$ cat src/rtl/mpg_pkg.sv
package mpg_pkg;

  typedef enum logic [1:0] {
    CYC_IDLE  = 2'd0,
    CYC_WRITE = 2'd1,
    CYC_READ  = 2'd2,
    CYC_CLASH = 2'd3
  } cyc_kind_t;

  // Bus cycle kind from the two strobes; both high counts as no access
  function automatic cyc_kind_t classify_cycle(input logic rd, input logic wr);
    cyc_kind_t k;
    case ({rd, wr})
      2'b10:   k = CYC_READ;
      2'b01:   k = CYC_WRITE;
      2'b11:   k = CYC_CLASH;
      default: k = CYC_IDLE;
    endcase
    return k;
  endfunction

  // Ninth reduction input: the stored bit only takes part in reads
  function automatic logic ninth_input(input cyc_kind_t k, input logic stored);
    return (k == CYC_READ) ? stored : 1'b0;
  endfunction

endpackage

$ cat src/rtl/mpg_cycle_decode.sv
module mpg_cycle_decode
  import mpg_pkg::*;
(
  input  logic      rd_stb,
  input  logic      wr_stb,
  input  logic      access_vld,
  input  logic      chk_in,
  output cyc_kind_t cyc_kind,
  output logic      ninth_bit,
  output logic      check_qual
);

  always_comb begin
    cyc_kind   = classify_cycle(rd_stb, wr_stb);
    ninth_bit  = ninth_input(cyc_kind, chk_in);
    check_qual = (cyc_kind == CYC_READ) && access_vld;
  end

endmodule

$ cat src/rtl/mpg_xor_reduce.sv
module mpg_xor_reduce #(
  parameter int WIDTH = 9
) (
  input  logic [WIDTH-1:0] bits,
  output logic             odd
);

  localparam int LAST = WIDTH - 1;

  logic [WIDTH-1:0] prefix;

  assign prefix[0] = bits[0];

  generate
    for (genvar i = 1; i < WIDTH; i++) begin : g_stage
      assign prefix[i] = prefix[i-1] ^ bits[i];
    end
  endgenerate

  assign odd = prefix[LAST];

endmodule

$ cat src/rtl/mpg_err_hold.sv
module mpg_err_hold (
  input  logic clk,
  input  logic rst_n,
  input  logic set_req,
  input  logic clr_req,
  output logic err_q
);

  // New error has priority over a clear at the same edge
  always_ff @(posedge clk or negedge rst_n) begin
    if (!rst_n)       err_q <= 1'b0;
    else if (set_req) err_q <= 1'b1;
    else if (clr_req) err_q <= 1'b0;
  end

endmodule

$ cat src/rtl/mem_parity_guard.sv
module mem_parity_guard
  import mpg_pkg::*;
#(
  parameter int DATA_W = 8
) (
  input  logic              clk,
  input  logic              rst_n,
  input  logic [DATA_W-1:0] bus_data,
  input  logic              rd_stb,
  input  logic              wr_stb,
  input  logic              access_vld,
  input  logic              chk_in,
  input  logic              err_clr,
  output logic              chk_out,
  output logic              sum_even,
  output logic              sum_odd,
  output logic              parity_err_n
);

  localparam int TREE_W = DATA_W + 1;

  cyc_kind_t         cyc_kind;
  logic              ninth_bit;
  logic              check_qual;
  logic [TREE_W-1:0] tree_in;
  logic              tree_odd;
  logic              bad_read;
  logic              err_q;

  mpg_cycle_decode u_dec (
    .rd_stb     (rd_stb),
    .wr_stb     (wr_stb),
    .access_vld (access_vld),
    .chk_in     (chk_in),
    .cyc_kind   (cyc_kind),
    .ninth_bit  (ninth_bit),
    .check_qual (check_qual)
  );

  assign tree_in = {ninth_bit, bus_data};

  mpg_xor_reduce #(.WIDTH(TREE_W)) u_tree (
    .bits (tree_in),
    .odd  (tree_odd)
  );

  assign sum_odd  = tree_odd;
  assign sum_even = ~tree_odd;
  assign chk_out  = tree_odd;

  // Qualified read whose nine bits hold an odd count
  assign bad_read = check_qual & tree_odd;

  mpg_err_hold u_err (
    .clk     (clk),
    .rst_n   (rst_n),
    .set_req (bad_read),
    .clr_req (err_clr),
    .err_q   (err_q)
  );

  assign parity_err_n = ~err_q;

endmodule

$ cat config.mk
export PLATFORM = sky130hd
export DESIGN_NAME = mem_parity_guard
export DESIGN_NICKNAME = d
export VERILOG_FILES = /design/src/rtl/mpg_pkg.sv /design/src/rtl/mpg_cycle_decode.sv /design/src/rtl/mpg_xor_reduce.sv /design/src/rtl/mpg_err_hold.sv /design/src/rtl/mem_parity_guard.sv
export SDC_FILE = /design/constraint.sdc
export NUM_CORES = 1
export LEC_CHECK = 0
export ABC_CLOCK_PERIOD_IN_PS = 1400
export BUFFER_PORTS_ARGS = -buffer_cell sky130_fd_sc_hd__buf_4
export CAP_MARGIN = 20
export CORE_AREA = 2 2 39 41
export CTS_CLUSTER_DIAMETER = 150
export DETAILED_ROUTE_END_ITERATION = 8
export DIE_AREA = 0 0 41 43
export GPL_TIMING_DRIVEN = 0
export RECOVER_POWER = 100
export SLEW_MARGIN = 40
export SYNTH_ARGS = -nofsm -noshare
export SYNTH_HDL_FRONTEND = slang
export SYNTH_HIERARCHICAL = 1
export SYNTH_SLANG_ARGS = --single-unit
$ cat constraint.sdc
create_clock -name clk -period 1.4 [get_ports clk]
set_input_delay 0.07 -clock clk [delete_from_list [all_inputs] [get_ports clk]]
set_output_delay 0.07 -clock clk [all_outputs]
set_load 0.01 [all_outputs]
* After elaboration in Yosys (flattened, before gate mapping) *
Cells that the tools add are included.

storage, ports and cells
  input port bits = 15
  register bits = 1
  logic and storage cells = 22
  output and inout bits = 4

operators by class
  muxes and demuxes = 4
  bitwise gates (word level) = 11
  reduce and logical (&&, ||, !) cells = 2
  equal/unequal tests = 4

operators by type and width
  cell                count
  $xor 1x1->1         8
  $eq 2x2->1 const B  3
  $pmux 2 s3          1
  $mux 1              3
  $eq 2x1->1 const B  1
  $not 1->1           2
  $reduce_bool 2->1   1
  $and 1x1->1         1
  $logic_and 1x1->1   1

* Logic depth before layout (Yosys ltp) *
  depth in word-level cells = 10
  depth in mapped cells = 6
  mapped depth without buffers = 6

* Hierarchy *
Netlist, hierarchy kept.

modules (own cells, without submodules)
  module            cells an instance  sequential area each (sq um)  times used  area each (sq um)
  mpg_xor_reduce    7                  0.0                           1           82.6
  mpg_err_hold      3                  25.0                          1           36.3
  mpg_cycle_decode  4                  0.0                           1           25.0
  mem_parity_guard  4                  0.0                           1           21.3

* Worst setup path after synthesis *
Ideal clock, no wire load.

  kind = input port to flip-flop
  start = input port wr_stb
  end = register u_err.err_q
  stages on the path = 6
  path buffers = 0
  arrival time = 1.366 ns
  library setup time = 0.064 ns
  required time = 1.336 ns
  path slack = -0.030 ns
  cell sequence = and3b_1 xnor2_2 xnor3_1 xnor2_1 and2_1 a21o_1

between the ends
  longest elaborated chain between the ends = 7
  elaborated cells between the ends (all ways) = 11
  those cells by class = eq/ne (4); mux (3); bitwise (2); reduce/logical (2)

RTL lines
  what                                         line                    RTL
  from (decl)                                  mem_parity_guard.sv:10  input logic wr_stb,
  $eq 2x2->1 or $eq 2x1->1 (tied branches)     mpg_pkg.sv:13           case ({rd, wr})
  $pmux 2 s3 *                                 mpg_pkg.sv:13
  $eq 2x2->1 *                                 mpg_pkg.sv:24           return (k == CYC_READ) ? stored : 1'b0;
  $mux 1 *                                     mpg_pkg.sv:24
  $xor 1x1->1 *                                mpg_xor_reduce.sv:16    assign prefix[i] = prefix[i-1] ^ bits[i];
  named net chk_out                            mem_parity_guard.sv:14  output logic chk_out,
  $and 1x1->1 *                                mem_parity_guard.sv:52  assign bad_read = check_qual & tree_odd;
  named net bad_read                           mem_parity_guard.sv:27  logic bad_read;
  $mux 1 or $reduce_bool 2->1 (tied branches)  --
  to (signal assigned)                         mpg_err_hold.sv:11      if (!rst_n) err_q <= 1'b0;
  to (signal assigned)                         mpg_err_hold.sv:12      else if (set_req) err_q <= 1'b1;
  to (signal assigned)                         mpg_err_hold.sv:13      else if (clr_req) err_q <= 1'b0;
  to (decl)                                    mpg_err_hold.sv:6       output logic err_q

Mark *: on every way through the listed nets, which the timed path passes. The rest lies on a longest branch.
A chain may end at the register's enable or synchronous reset.

* Worst setup path in the final report *
  start = input port wr_stb
  end = register u_err.err_q

between the ends
  longest elaborated chain between the ends = 7
  elaborated cells between the ends (all ways) = 11
  those cells by class = eq/ne (4); mux (3); bitwise (2); reduce/logical (2)

RTL lines
  what                                         line                    RTL
  $eq 2x2->1 or $eq 2x1->1 (tied branches)     mpg_pkg.sv:13
  $pmux 2 s3 *                                 mpg_pkg.sv:13
  $eq 2x2->1 *                                 mpg_pkg.sv:24
  $mux 1 *                                     mpg_pkg.sv:24
  named net ninth_bit                          mem_parity_guard.sv:23  logic ninth_bit;
  $xor 1x1->1 *                                mpg_xor_reduce.sv:16
  $and 1x1->1 *                                mem_parity_guard.sv:52
  named net bad_read                           mem_parity_guard.sv:27
  $mux 1 or $reduce_bool 2->1 (tied branches)  --

Marks and branches as above.

==> run_results.csv <==
group,metric,value,unit
clock_tree,cts.clk_slew.worst_paths,0,ps
finish,seqCellArea,25.0,um2
finish,multi_input_area,130,um2
clock_tree,clk-insertion-delay-late,0,ps
critical_path,criticalPathCategory,"in2reg",
die,start_util,11.4,%
timing,tightest_slew,266,ps
finish,regMostFlops,"u_err/err_q",
detailed_routing,postRouteAntennaNets,0,
grt,gr-usage-all-layers,4.12,%
finish,final_cells,51,
critical_path,r2r_setup_slack,750,ps
timing,fin_tns_setup,0,ps
critical_path,worstSetupStartpointType,"input pin",
grt,antenna_found_initial,0,
power,power_density,748,nW/um2
die,die_h,43,um
grt,grt_pass1_wl,545,um
timing,period_needed,1390,ps
detailed_routing,via_count,167,
detailed_routing,drt_iter0_drc,0,
critical_path,r2r-end,"u_err/err_q$_DFFE_PN0P_",
place,dpl_cell_area,320,um2
power,ir_drop,172,uV
grt,grt_pass1_vias,139,
min_path,holdPathStages,3,
detailed_routing,wirelength,370,um
timing,slew_headroom,82.1,%
critical_path,worstPathArrival,1270,ps
critical_path,critPathMaxStageDelay,260,ps
timing,fin_crit_sh,99.3,%
die,die_w,41,um
critical_path,reg2reg_depth,1,
finish,fillerInstances,150,
power,total_power,0.259,mW
power,power_leakage,0.193,nW
detailed_routing,drc,0,
die,coreArea,1380,um2
min_path,hold_class,"in2reg",
synthesis,syn_inst,16,
finish,layout_commonest_cell,"buf_4",
finish,largest_reg_flops,1,
timing,clock_skew,0,ps
detailed_routing,first_pass_iters,1,
critical_path,crit_chain,"buf_6 > and3b_2 > xnor2_2 > xnor3_1 > xnor2_2 > and2_1 > a21o_1",
synthesis,synth_warnings,6,
grt,grt_max_degree,5,
timing,fin_ws,10.3,ps
timing,fmax,720,MHz
place,port_buffers,18,
critical_path,worstReg2RegStart,"u_err/err_q$_DFFE_PN0P_",
finish,layout_common_cells,"14 x buf_4, 3 x inv_1, 3 x buf_6, 3 x xnor2_2, 2 x xnor2_1",
die,die_area,1760,um2
grt,grt.overflow.total,0,
synthesis,mappedNetlistArea,158,um2
timing,rsz0062_at_grt,"yes",
die,num_rows,14,
timing,final-setup-viol-count,0,
timing,slew_violations,0,
detailed_routing,wire_per_inst,7.25,um
finish,area_growth,120,%
detailed_routing,viasPerCell,3.27,
critical_path,cp-end-kind,"flip-flop",
critical_path,worstPathMaxFanout,4,
die,io_pins,19,
min_path,hold_path_startpoint,"err_clr",
critical_path,required,1280,ps
min_path,hold_end,"u_err/err_q$_DFFE_PN0P_",
place,gp_congestion,0.443,
critical_path,crit_path_frequent_cell,"xnor2_2",
synthesis,synth.avg_cell_area,9.85,um2
finish,design_area,347,um2
finish,reg_top3,"u_err/err_q (1)",
finish,diodes,0,
finish,drive_gt1_share,62.9,%
place,dp_cells,50,
timing,hold_violations,0,
finish,layout.nets,52,
synthesis,synth_nets,31,
critical_path,cp_slowest_cell,"xnor3_1",
job,maxCapViolations,0,
status,status,"finished, final reports clean",
place,dp_slack,-136,ps
how the worst max path moves through the flow:
stage,start,endpoint
6_report,wr_stb,u_err/err_q$_DFFE_PN0P_
5_1_grt,wr_stb,u_err/err_q$_DFFE_PN0P_
4_1_cts,wr_stb,u_err/err_q$_DFFE_PN0P_
3_5_place_dp,wr_stb,u_err/err_q$_DFFE_PN0P_
3_3_place_gp,wr_stb,u_err/err_q$_DFFE_PN0P_
2_1_floorplan,wr_stb,u_err/err_q$_DFFE_PN0P_
final cells by class:
type                       instances  share of cell area [%]
inverter                           3                    3.25
timing repair buffer              19                    44.0
buffer                             1                    2.17
tap                               16                    5.78
sequential                         1                    7.22
multi-input combinational         11                    37.5
metal layers:
metal  GRT usage (%)  vias to the layer above  share of wire (%)
met5               0                        -                  0
met4               0                        0                  0
met3               0                        0                 19
met2            6.88                       13                 45
met1            6.11                       67                 36
li1                -                       87                  -
power breakdown:
part / total [mW] / leakage, nW / internal (mW) / switching, mW
clock network: 0 / 0 / 0 / 0
registers: 0.0353 / 0.0135 / 0.0335 / 0.00178
logic: 0.224 / 0.180 / 0.140 / 0.0836
critical path, delay by kind of cell:
family / cells / cell delay (ps)
buffers and inverters: 1 / 90
xor gates and xnor gates: 3 / 540
AOI/OAI and AO/OA: 1 / 150
and+or+nand+nor: 2 / 410
per-stage QoR:
step | util [%] | hold WS, ps
final | 25.0 | 354
after global routing | 25.0 | 400
after CTS | 24.8 | 356
after detailed placement | 23.1 | -154
after global placement | 23.1 | -155
after floorplan | - | -226
timing repair:
item | in CTS | in global routing
pin swaps | 5 | 0
cloned | 0 | 0
hold endpoints to repair | 1 | 0
hold buffers | 1 | 0
gates resized for setup | 4 | 1
endpoints found under the setup margin | 4 | 1
buffers inserted | 0 | 0
Power figures use the tool's default switching activity.
